<file path="config.mk">
export PLATFORM = sky130hd
export DESIGN_NAME = spi_regif
export DESIGN_NICKNAME = d
export VERILOG_FILES = /design/src/rtl/spi_regif_pkg.sv /design/src/rtl/spi_regif_fifo.sv /design/src/rtl/spi_regif_csdec.sv /design/src/rtl/spi_regif.sv
export SDC_FILE = /design/constraint.sdc
export NUM_CORES = 1
export LEC_CHECK = 0
export ABC_AREA = 1
export ABC_CLOCK_PERIOD_IN_PS = 4240
export BUFFER_PORTS_ARGS = -buffer_cell sky130_fd_sc_hd__buf_2
export CORE_ASPECT_RATIO = 1.1
export CORE_UTILIZATION = 61
export DETAILED_ROUTE_END_ITERATION = 7
export MAX_ROUTING_LAYER = met4
export PLACE_DENSITY_LB_ADDON = 0.08
export SLEW_MARGIN = 20
export SYNTH_ARGS = -nofsm -noshare
export SYNTH_HDL_FRONTEND = slang
export SYNTH_SLANG_ARGS = --single-unit
</file>
<file path="constraint.sdc">
create_clock -name clk -period 4.24 [get_ports clk]
set_input_delay 0.212 -clock clk [delete_from_list [all_inputs] [get_ports clk]]
set_output_delay 0.212 -clock clk [all_outputs]
set_load 0.03 [all_outputs]
</file>
<file path="src/rtl/spi_regif_pkg.sv">
package spi_regif_pkg;

   localparam int NUM_REGS = 9;

   typedef enum logic [3:0] {
      RI_RXD  = 4'd0,
      RI_TXD  = 4'd1,
      RI_CTRL = 4'd2,
      RI_CFG  = 4'd3,
      RI_IEN  = 4'd4,
      RI_STAT = 4'd5,
      RI_PER  = 4'd6,
      RI_TEST = 4'd7,
      RI_MSG  = 4'd8
   } reg_idx_e;

   // control field positions
   localparam int CT_EN       = 0;
   localparam int CT_GO       = 1;
   localparam int CT_MODE_LSB = 4;
   localparam int CT_SEL_LSB  = 8;
   localparam int CT_LEN_LSB  = 12;

   // status bit positions
   localparam int ST_TE  = 0;
   localparam int ST_TDR = 1;
   localparam int ST_TF  = 2;
   localparam int ST_RR  = 3;
   localparam int ST_RF  = 4;
   localparam int ST_RO  = 6;
   localparam int ST_TC  = 7;

   localparam logic [31:0] EMPTY_READ = 32'hDEAD_BEEF;

endpackage

</file>
<file path="src/rtl/spi_regif_fifo.sv">
module spi_regif_fifo #(
   parameter int W     = 32,
   parameter int DEPTH = 8
) (
   input  logic                         clk,
   input  logic                         rst_n,
   input  logic                         flush,
   input  logic                         push,
   input  logic [W-1:0]                 din,
   input  logic                         pop,
   output logic [W-1:0]                 dout,
   output logic                         empty,
   output logic                         full,
   output logic [$clog2(DEPTH+1)-1:0]   count
);
   localparam int AW = (DEPTH > 1) ? $clog2(DEPTH) : 1;
   localparam int CW = $clog2(DEPTH + 1);

   if (DEPTH < 2) begin : g_bad_depth
      $error("spi_regif_fifo: DEPTH must be at least 2");
   end
   if (W < 1) begin : g_bad_width
      $error("spi_regif_fifo: W must be positive");
   end

   logic [W-1:0]  mem [DEPTH];
   logic [AW-1:0] wp, rp;
   logic [CW-1:0] cnt;
   logic          do_push, do_pop;

   assign empty   = (cnt == '0);
   assign full    = (cnt == CW'(DEPTH));
   assign do_push = push & ~full;
   assign do_pop  = pop & ~empty;
   assign dout    = mem[rp];
   assign count   = cnt;

   function automatic logic [AW-1:0] nxt(input logic [AW-1:0] p);
      return (p == AW'(DEPTH - 1)) ? '0 : p + AW'(1);
   endfunction

   always_ff @(posedge clk) begin
      if (!rst_n || flush) begin
         wp  <= '0;
         rp  <= '0;
         cnt <= '0;
      end else begin
         if (do_push) wp <= nxt(wp);
         if (do_pop)  rp <= nxt(rp);
         case ({do_push, do_pop})
            2'b10:   cnt <= cnt + CW'(1);
            2'b01:   cnt <= cnt - CW'(1);
            default: cnt <= cnt;
         endcase
      end
   end

   always_ff @(posedge clk) begin
      if (do_push && !flush) mem[wp] <= din;
   end

   // level never exceeds the depth
   p_no_overflow_r7: assert property (@(posedge clk) disable iff (!rst_n)
      cnt <= CW'(DEPTH));

   // a push into a full FIFO without a pop leaves it full and unchanged in level
   p_full_holds_r4: assert property (@(posedge clk) disable iff (!rst_n)
      (full && push && !pop && !flush) |=> (full && $stable(cnt)));

endmodule

</file>
<file path="src/rtl/spi_regif_csdec.sv">
module spi_regif_csdec #(
   parameter int NUM_CS = 4
) (
   input  logic                        en,
   input  logic [NUM_CS-1:0]           mode,
   input  logic [$clog2(NUM_CS)-1:0]   sel,
   output logic [NUM_CS-1:0]           cs_n
);
   localparam int SEL_W = $clog2(NUM_CS);

   logic active;
   assign active = en & mode[sel];

   for (genvar i = 0; i < NUM_CS; i++) begin : g_line
      assign cs_n[i] = ~(active && (sel == SEL_W'(i)));
   end

endmodule

</file>
<file path="src/rtl/spi_regif.sv">
module spi_regif
   import spi_regif_pkg::*;
#(
   parameter int FIFO_DEPTH = 8,
   parameter int ADDR_W     = 12,
   parameter int LEN_W      = 12,
   parameter int NUM_CS     = 4
) (
   input  logic                clk,
   input  logic                rst_n,
   input  logic                bus_wr,
   input  logic                bus_rd,
   input  logic [ADDR_W-1:0]   bus_addr,
   input  logic [31:0]         bus_wdata,
   output logic [31:0]         bus_rdata,
   output logic                irq,
   output logic [NUM_CS-1:0]   cs_n,
   output logic                eng_start,
   output logic [LEN_W:0]      eng_burst_len,
   output logic                tx_avail,
   output logic [31:0]         tx_word,
   input  logic                tx_pop,
   input  logic                rx_push,
   input  logic [31:0]         rx_word,
   input  logic                eng_done
);
   localparam int IDX_W  = ADDR_W - 2;
   localparam int SEL_W  = $clog2(NUM_CS);
   localparam int CW     = $clog2(FIFO_DEPTH + 1);
   localparam int HALF   = FIFO_DEPTH / 2;

   if (ADDR_W < 6) begin : g_bad_addr
      $error("spi_regif: ADDR_W must cover all register indices");
   end
   if (NUM_CS != 2 && NUM_CS != 4) begin : g_bad_cs
      $error("spi_regif: NUM_CS must be 2 or 4");
   end
   if (LEN_W < 1 || LEN_W > 32 - CT_LEN_LSB) begin : g_bad_len
      $error("spi_regif: LEN_W does not fit the control word");
   end

   // ---------------- address decode ----------------
   logic [IDX_W-1:0] idx;
   logic             in_rng;
   reg_idx_e         ridx;

   assign idx    = bus_addr[ADDR_W-1:2];
   assign in_rng = (idx < IDX_W'(NUM_REGS));
   assign ridx   = reg_idx_e'(idx[3:0]);

   logic wr_ctrl, wr_cfg, wr_ien, wr_stat, wr_per, wr_test, wr_tx, rd_rx;
   assign wr_ctrl = bus_wr & in_rng & (ridx == RI_CTRL);
   assign wr_cfg  = bus_wr & in_rng & (ridx == RI_CFG);
   assign wr_ien  = bus_wr & in_rng & (ridx == RI_IEN);
   assign wr_stat = bus_wr & in_rng & (ridx == RI_STAT);
   assign wr_per  = bus_wr & in_rng & (ridx == RI_PER);
   assign wr_test = bus_wr & in_rng & (ridx == RI_TEST);
   assign wr_tx   = bus_wr & in_rng & ((ridx == RI_TXD) | (ridx == RI_MSG));
   assign rd_rx   = bus_rd & in_rng & (ridx == RI_RXD);

   // ---------------- register state ----------------
   logic [31:0] ctrl_q, cfg_q, ien_q, per_q, test_q;
   logic        ovf_q, tc_q, start_q;
   logic        en, dis_rst;

   assign en      = ctrl_q[CT_EN];
   assign dis_rst = wr_ctrl & ~bus_wdata[CT_EN];

   // ---------------- FIFOs ----------------
   logic          tx_empty, tx_full, rx_empty, rx_full;
   logic [CW-1:0] tx_cnt, rx_cnt;
   logic [31:0]   rx_head;
   logic          rx_pop, ovf_evt;

   assign rx_pop  = rd_rx & en & ~rx_empty;
   assign ovf_evt = rx_push & rx_full & ~dis_rst;

   spi_regif_fifo #(.W(32), .DEPTH(FIFO_DEPTH)) u_txq (
      .clk   (clk),
      .rst_n (rst_n),
      .flush (dis_rst),
      .push  (wr_tx & en),
      .din   (bus_wdata),
      .pop   (tx_pop),
      .dout  (tx_word),
      .empty (tx_empty),
      .full  (tx_full),
      .count (tx_cnt)
   );

   spi_regif_fifo #(.W(32), .DEPTH(FIFO_DEPTH)) u_rxq (
      .clk   (clk),
      .rst_n (rst_n),
      .flush (dis_rst),
      .push  (rx_push),
      .din   (rx_word),
      .pop   (rx_pop),
      .dout  (rx_head),
      .empty (rx_empty),
      .full  (rx_full),
      .count (rx_cnt)
   );

   // ---------------- start request ----------------
   logic [NUM_CS-1:0] w_mode;
   logic [SEL_W-1:0]  w_sel;
   logic              go_req;

   assign w_mode = bus_wdata[CT_MODE_LSB +: NUM_CS];
   assign w_sel  = bus_wdata[CT_SEL_LSB +: SEL_W];
   assign go_req = wr_ctrl & bus_wdata[CT_EN] & bus_wdata[CT_GO]
                 & ~ctrl_q[CT_GO] & w_mode[w_sel];

   always_ff @(posedge clk) begin
      if (!rst_n || dis_rst) begin
         ctrl_q  <= '0;
         cfg_q   <= '0;
         ien_q   <= '0;
         per_q   <= '0;
         test_q  <= '0;
         ovf_q   <= 1'b0;
         tc_q    <= 1'b0;
         start_q <= 1'b0;
      end else begin
         if (wr_ctrl)       ctrl_q        <= bus_wdata;
         else if (eng_done) ctrl_q[CT_GO] <= 1'b0;
         if (wr_cfg)  cfg_q  <= bus_wdata;
         if (wr_ien)  ien_q  <= bus_wdata;
         if (wr_per)  per_q  <= bus_wdata;
         if (wr_test) test_q <= bus_wdata;
         ovf_q   <= (ovf_q & ~(wr_stat & bus_wdata[ST_RO])) | ovf_evt;
         tc_q    <= (tc_q  & ~(wr_stat & bus_wdata[ST_TC])) | eng_done;
         start_q <= go_req;
      end
   end

   // ---------------- status and interrupt ----------------
   logic [31:0] status;
   always_comb begin
      status         = '0;
      status[ST_TE]  = tx_empty;
      status[ST_TDR] = (tx_cnt <= CW'(HALF));
      status[ST_TF]  = tx_full;
      status[ST_RR]  = ~rx_empty;
      status[ST_RF]  = rx_full;
      status[ST_RO]  = ovf_q;
      status[ST_TC]  = tc_q;
   end

   assign irq = |(status[7:0] & ien_q[7:0]);

   // ---------------- read mux ----------------
   always_comb begin
      bus_rdata = '0;
      if (bus_rd && in_rng) begin
         case (ridx)
            RI_RXD:  bus_rdata = !en ? 32'h0 : (rx_empty ? EMPTY_READ : rx_head);
            RI_CTRL: bus_rdata = ctrl_q;
            RI_CFG:  bus_rdata = cfg_q;
            RI_IEN:  bus_rdata = ien_q;
            RI_STAT: bus_rdata = status;
            RI_PER:  bus_rdata = per_q;
            RI_TEST: bus_rdata = test_q;
            default: bus_rdata = '0;
         endcase
      end
   end

   // ---------------- engine side and chip selects ----------------
   assign eng_start     = start_q;
   assign eng_burst_len = {1'b0, ctrl_q[CT_LEN_LSB +: LEN_W]} + (LEN_W+1)'(1);
   assign tx_avail      = ~tx_empty;

   spi_regif_csdec #(.NUM_CS(NUM_CS)) u_cs (
      .en   (en),
      .mode (ctrl_q[CT_MODE_LSB +: NUM_CS]),
      .sel  (ctrl_q[CT_SEL_LSB +: SEL_W]),
      .cs_n (cs_n)
   );

   // ---------------- assertions ----------------
   p_disable_clears_r6: assert property (@(posedge clk) disable iff (!rst_n)
      dis_rst |=> (status == 32'h3 && ctrl_q == '0 && !tx_avail && !irq));

   p_w1c_ro_r5: assert property (@(posedge clk) disable iff (!rst_n)
      (wr_stat && bus_wdata[ST_RO] && !ovf_evt) |=> !ovf_q);

   p_tc_sets_r5: assert property (@(posedge clk) disable iff (!rst_n)
      (eng_done && !dis_rst) |=> tc_q);

   p_tx_drop_off_r4: assert property (@(posedge clk) disable iff (!rst_n)
      (wr_tx && !en && !tx_pop) |=> $stable(tx_cnt));

   p_start_single_r10: assert property (@(posedge clk) disable iff (!rst_n)
      eng_start |=> !eng_start);

   p_cs_single_r9: assert property (@(posedge clk) disable iff (!rst_n)
      $countones(~cs_n) <= 1);

   p_cs_idle_r9: assert property (@(posedge clk) disable iff (!rst_n)
      !en |-> (&cs_n));

endmodule

</file>
Word level (Yosys, flattened, before mapping)
Memories as Yosys holds them, arrays and structs flattened. A register that Yosys moved wholly into a read port is not among the register bits.
Index checks and enable logic that the tools add are counted.
{ "totals": {"reg_bits": 183, "ram_bits": 512, "memories": 2, "out_inout_bits": 84, "elab_cells": 139} }
{ "classes": {"magnitude_cmp": 4, "mux": 24, "add_sub_neg": 9, "n_reduce_logical": 18, "eq_ne": 21, "bitwise_logic": 46} }
{ "memory_table": {"columns": ["name", "words", "width", "read_ports", "rd_ports_with_merged_regs", "write_ports", "line_no", "rtl"], "rows": [
  ["u_rxq.mem", 8, 32, 1, 1, 1, "spi_regif_fifo.sv:26", "logic [W-1:0] mem [DEPTH];"],
  ["u_txq.mem", 8, 32, 1, 1, 1, "spi_regif_fifo.sv:26", null]
]} }
{ "ops": {"columns": ["operator", "n"], "rows": [
  ["$pmux W32 S7", 1],
  ["$mux W32", 3],
  ["$and A1 B1 Y1", 29],
  ["$mux W3", 8],
  ["$eq A4 B3 Y1 const B", 4],
  ["$pmux W4 S2", 2],
  ["$add A12 B1 Y13 const B", 1],
  ["$not A1 Y1", 13],
  ["$add A3 B1 Y3 const B", 4],
  ["$eq A3 B3 Y1 const B", 4],
  ["$eq A4 B4 Y1 const B", 3],
  ["$logic_not A4 Y1", 3],
  ["$lt A10 B4 Y1 const B", 1],
  ["$add A4 B1 Y4 const B", 2],
  ["$and A8 B8 Y8", 1],
  ["$eq A2 B2 Y1 const B", 4],
  ["$eq A4 B2 Y1 const B", 2],
  ["$mux W1", 8],
  ["$reduce_or A8 Y1", 1],
  ["$sub A4 B1 Y4 const B", 2],
  ["$logic_and A1 B1 Y1", 7],
  ["$eq A2 B1 Y1 const B", 3],
  ["$lt A2 B3 Y1 const B", 2],
  ["$reduce_bool A2 Y1", 3],
  ["7 further kinds", 11]
]} }

Longest topological paths before layout
{ "logic_depth": {"depth_word": 8, "ltp_mapped": 15} }

By module
Synthesis repeated with hierarchy kept, for this count alone.
{ "unflattened": {"hier_cells": 2974, "area_unflattened_um2": 29331.9} }
{ "by_module_without_submodules": {"columns": ["module", "area_each_um2", "cells_each", "seq_area_each_um2", "instances"], "rows": [
  ["spi_regif_fifo (u_txq)", 10926.7, 956, 7947.6, 1],
  ["spi_regif_fifo (u_rxq)", 10640.2, 823, 7947.6, 1],
  ["spi_regif", 7684.9, 1177, 3263.1, 1],
  ["spi_regif_csdec", 80.1, 18, 0.0, 1]
]} }

Least setup slack after synthesis
OpenSTA, ideal clock, no wires.
{ "synth_timing": {"path_type": "input to register", "startpoint": "in bus_addr[9]", "endpoint": "mem u_txq.mem[2][0], enable pin", "required_ns": 3.779, "stages": 7, "arrival_ns": 3.283, "slack_ns": 0.496, "path_cell_list": "nor2_1 > nand2_1 > nor2_4 > nand3_1 > nor2_2 > nand2_1 > nor3_1"} }
{ "synth_between": {"elab_chain_cells": 8, "elab_cells_between_ends": 11} }
{ "synth_lines": {"columns": ["item", "line_no", "rtl"], "rows": [
  ["start: declaration", "spi_regif.sv:13", "input logic [ADDR_W-1:0] bus_addr,"],
  ["$lt A10 B4 Y1 *", "spi_regif.sv:48", "assign in_rng = (idx < IDX_W'(NUM_REGS));"],
  ["$and A1 B1 Y1 *", "spi_regif.sv:52, spi_regif.sv:58", null],
  ["$and A1 B1 Y1 (on tied branches)", "spi_regif.sv:58, spi_regif.sv:52", null],
  ["$and A1 B1 Y1 (on tied branches)", "spi_regif.sv:82, spi_regif.sv:67", null],
  ["$and A1 B1 Y1 or $logic_not A1 Y1 (tied branches)", "spi_regif_fifo.sv:33, spi_regif_fifo.sv:59", null],
  ["$logic_and A1 B1 Y1 *", "spi_regif_fifo.sv:59", "if (do_push && !flush) mem[wp] <= din;"],
  ["$mux W1 *", "spi_regif_fifo.sv:59", null],
  ["$mux W1 (implied by the code) *", "spi_regif_fifo.sv:59", null],
  ["end: declaration", "spi_regif_fifo.sv:26", null]
]} }
Every way passes the cells marked *; elsewhere a longest branch is shown, timed or not.

Worst setup path after layout
{ "layout_timing": {"startpoint": "reg ctrl_q[0]", "endpoint": "out bus_rdata[4]"} }
{ "layout_between": {"elab_chain_cells": 3} }
{ "layout_lines": {"columns": ["item", "line_no", "rtl"], "rows": [
  ["start: declaration", "spi_regif.sv:62", "logic [31:0] ctrl_q, cfg_q, ien_q, per_q, test_q;"],
  ["start signal: assignment", "spi_regif.sv:125", "if (wr_ctrl) ctrl_q <= bus_wdata;"],
  ["$mux W32", "spi_regif.sv:157", "RI_RXD: bus_rdata = !en ? 32'h0 : (rx_empty ? EMPTY_READ : rx_head);"],
  ["$pmux W32 S7", "spi_regif.sv:156", "case (ridx)"],
  ["$mux W32", "spi_regif.sv:155", "if (bus_rd && in_rng) begin"],
  ["end: declaration", "spi_regif.sv:15", "output logic [31:0] bus_rdata,"]
]} }
No other way between the ends.

==> flow_metrics.env <==
export IMPL_synth_adder_area_share=0.00719
export IMPL_clockPowerShare=0.435
export IMPL_yosysSeqAreaShare=0.663
export IMPL_setup_viol=0
export IMPL_ys_top_cells_by_area="edfxtp_1, dfxtp_1, nor2_1"
export IMPL_path_delay_family="buffers and inverters"
export IMPL_whs_ns=0.141
export IMPL_ios=167
export IMPL_grt_use_total=0.308
export IMPL_synth_xor_area_frac=0.00394
export IMPL_fmax_ghz=0.300
export IMPL_criticalPathCategory="register to primary output"
export IMPL_final_max_slew_viol_count=0
export IMPL_yosysUniqueCellTypes=34
export IMPL_synth_top_cell_by_area="edfxtp_1"
export IMPL_syn_to_final_growth_pct=14.7
export IMPL_nets=3163
export IMPL_detail_route_wirelength_microns=71900
export IMPL_crit_chain="inv_1 -> nor3_2 -> buf_4 -> nand2_1 -> inv_1 -> nand3_1 -> a21oi_1 -> buf_2"
export IMPL_yosysWarnings=0
export IMPL_vias=21600
export IMPL_avgSynthCellArea_sq_um=10.0
export IMPL_synth_compound_area_frac=0.0832
export IMPL_clk_pin_slew_ns=0.06
export IMPL_fin_cells=3713
export IMPL_worstPathArrival_ns=3.12
export IMPL_row_count=83
export IMPL_drive_gt1_frac=0.111
export IMPL_cts_tree="built"
export IMPL_end_kind="primary output"
export IMPL_slowest_delay_ns=0.39
export IMPL_yosysMostFrequentCell="nor2_1"
export IMPL_die_w_microns=209
export IMPL_dpl_hpwl_microns=42100
export IMPL_initial_core_util=0.618
export IMPL_grt_pass1_vias=20900
export IMPL_cp_slowest_cell="inv_1"
export IMPL_drt_wirelength_per_cell_microns=19.4
export IMPL_finalPower_mw=13.9
export IMPL_ctsLongestPathBuffers=3
export IMPL_fin_crit_sh=0.785
export IMPL_grt_max_degree=128
export IMPL_slew_headroom=0.256
export IMPL_die_area_sq_um=48200
export IMPL_status="complete, no violations"
export IMPL_clock_root_buffer="clkbuf_16"
export IMPL_grt_ovfl_total=0
export IMPL_powerDensity_nw_per_um2=418
export IMPL_synth_common_cells="nor2_1, nand2_1, edfxtp_1"
export IMPL_p_leak_nw=12.3
export IMPL_grt_pass1_wl_microns=111000
export IMPL_crit_buf_inv=4
export IMPL_numCtsBuffers=69
export IMPL_tightest_slew_ns=1.12
export IMPL_syn_inst=2885
export IMPL_synth_top_area_frac=0.532
export IMPL_synth_top_family_by_area="simple AND/OR/NAND/NOR gates"
export IMPL_drc=0
export IMPL_drtAntennaViolNets=0
export IMPL_swShare=0.201
export IMPL_synth_edf_count=512
export IMPL_crit_required_ns=4.03
export IMPL_skew_ns=0.0119
export IMPL_fin_crit_ns=3.33
export IMPL_vias_per_cell=5.83
export IMPL_ir_drop_v=0.000516
export IMPL_ys_async_sr_fraction=0
export IMPL_dp_cells=3520
export IMPL_cp_start_kind="register"
export IMPL_port_buffers=164
export IMPL_pwr_share_seq=0.535
export IMPL_htree_levels=3
export IMPL_synthSimpleGateAreaFrac=0.203
export IMPL_hold_viol=0
export IMPL_yosys_mux_area_fraction=0
export IMPL_insertion_delay_ns=0.59
export IMPL_fillers=3394
export IMPL_cts_resized=0
export IMPL_die_h_microns=230
export IMPL_synthesis_nets=2984
export IMPL_drt_first_pass_iters=6
export IMPL_synth_area_sq_um=28900
export IMPL_cp_max_fo=25
export IMPL_gp_congestion=0.855
export IMPL_hold_path_class="primary input to register"
export IMPL_antenna_found_initial=1
export IMPL_final_util=0.709
export IMPL_drtIter0Drc=1953
export IMPL_synth_ff_latch_count=701
export IMPL_comb_power_share=0.030
export IMPL_power_switching_mw=2.79
export IMPL_cts_setup_buffers=0
export IMPL_cap_violations=0
export IMPL_synth_ff_type="edfxtp_1"
export IMPL_placeableCoreArea_sq_um=46700
export IMPL_crit_path_frequent_cell="inv_1"
export IMPL_tns_ns=0
export IMPL_cts_sink_count=701
export IMPL_rsz0062_at_grt="false"
export IMPL_p_int_mw=11.1
==> repair_timing <==
action                     4_1_cts  5_1_grt
hold endpoints to repair       522        0
setup endpoints to repair        0        0
hold buffers                    68        0
==> power groups by stage <==
stage               sequential [mW]  combinational [mW]  clock (mW)
floorplan                      7.56               0.162           0
global placement               7.56               0.336           0
detailed placement             7.56               0.351           0
CTS                            7.41               0.405        6.09
global route                   7.41               0.441        6.36
finish                         7.41               0.409        6.03
==> layer usage <==
layer | global-route usage | up-vias | wire length [microns]
met4 | 0.147 | 0 | 2800
met1 | 0.370 | 10400 | 28400
met2 | 0.514 | 813 | 36000
li1 | - | 10200 | -
met5 | - | - | 0
met3 | 0.0443 | 186 | 4680
==> layout make-up <==
| cell class | count | area, sq um | share of cell area |
|---|---|---|---|
| Sequential cell | 701 | 19200 | 0.579 |
| Clock inverter | 25 | 243 | 0.00733 |
| Clock buffer | 99 | 1970 | 0.0596 |
| Multi-Input combinational cell | 1909 | 8710 | 0.263 |
| Tap cell | 595 | 744 | 0.0225 |
| Antenna cell | 1 | 2.50 | 0.0000756 |
| Inverter | 106 | 400 | 0.0121 |
| Timing Repair Buffer | 277 | 1880 | 0.0567 |
==> stage by stage <==
| stage | area, sq um | setup WS, ns |
|---|---|---|
| detailed placement | 30200 | 1.25 |
| global placement | 30200 | 1.35 |
| floorplan | 28900 | 0.496 |
| finish | 33100 | 0.911 |
| global route | 33100 | 0.787 |
| CTS | 33100 | 0.954 |
==> state kept, by name, indices dropped and copies added, names as in the netlist, named ones only <==
name	flops
u_rxq.mem	256
u_txq.mem	256
cfg_q	32
ctrl_q	32
ien_q	32
per_q	32
test_q	32
u_rxq.count	4
u_txq.count	4
u_rxq.rp	3
u_rxq.wp	3
u_txq.rp	3
u_txq.wp	3
eng_start	1
ovf_q	1
tc_q	1
==> worst reg2reg max path: stages, from the launching register on <==
cell,delay (ns)
dfxtp_1,0.33
inv_1,0.13
nor3_2,0.22
buf_4,0.34
nand2_1,0.21
nor2_1,0.35
ha_1,0.31
xor2_1,0.26
ha_1,0.20
a21oi_1,0.05
xnor2_1,0.12
o21ai_0,0.15
nor2_1,0.06
==> placed cells by master, fill, tap and decap left out, drive strengths merged, types with 11 or more instances in the layout <==
cell         count
clkbuf          99
dfxtp          189
nor3            16
xor2            11
o211ai          13
ha              15
edfxtp         512
o21ai          132
buf            209
o32ai           64
clkinv          21
nand2          554
dlygate4sd3     68
inv            104
a21oi          210
nor2           644
nand3          228
nand4           13
==> cell families (layout without fill, tap and decap cells) <==
family | count (synthesis) | after routing
xor gates and xnor gates | 13 | 13
buffers and inverters | 275 | 507
adders and majority gates | 16 | 16
and+or+nand+nor | 1457 | 1457
AOI/OAI and AO/OA | 423 | 423
other | 0 | 1
DFF | 701 | 701
==> worst paths after layout <==
check / start / end / slack [ns] / cells past startpoint
worst max register to register: ctrl_q[0]$_SDFFE_PP0N_ / u_rxq.count[2]$_SDFFE_PP0P_ / 1.39 / 12
worst min register to register: cfg_q[23]$_SDFFE_PP0P_ / cfg_q[23]$_SDFFE_PP0P_ / 0.48 / 2
worst max-delay path: ctrl_q[0]$_SDFFE_PP0N_ / bus_rdata[4] / 0.91 / 8
worst min-delay path: bus_wr / tc_q$_SDFF_PP0_ / 0.14 / 4
(Power assumes the default switching activity.)
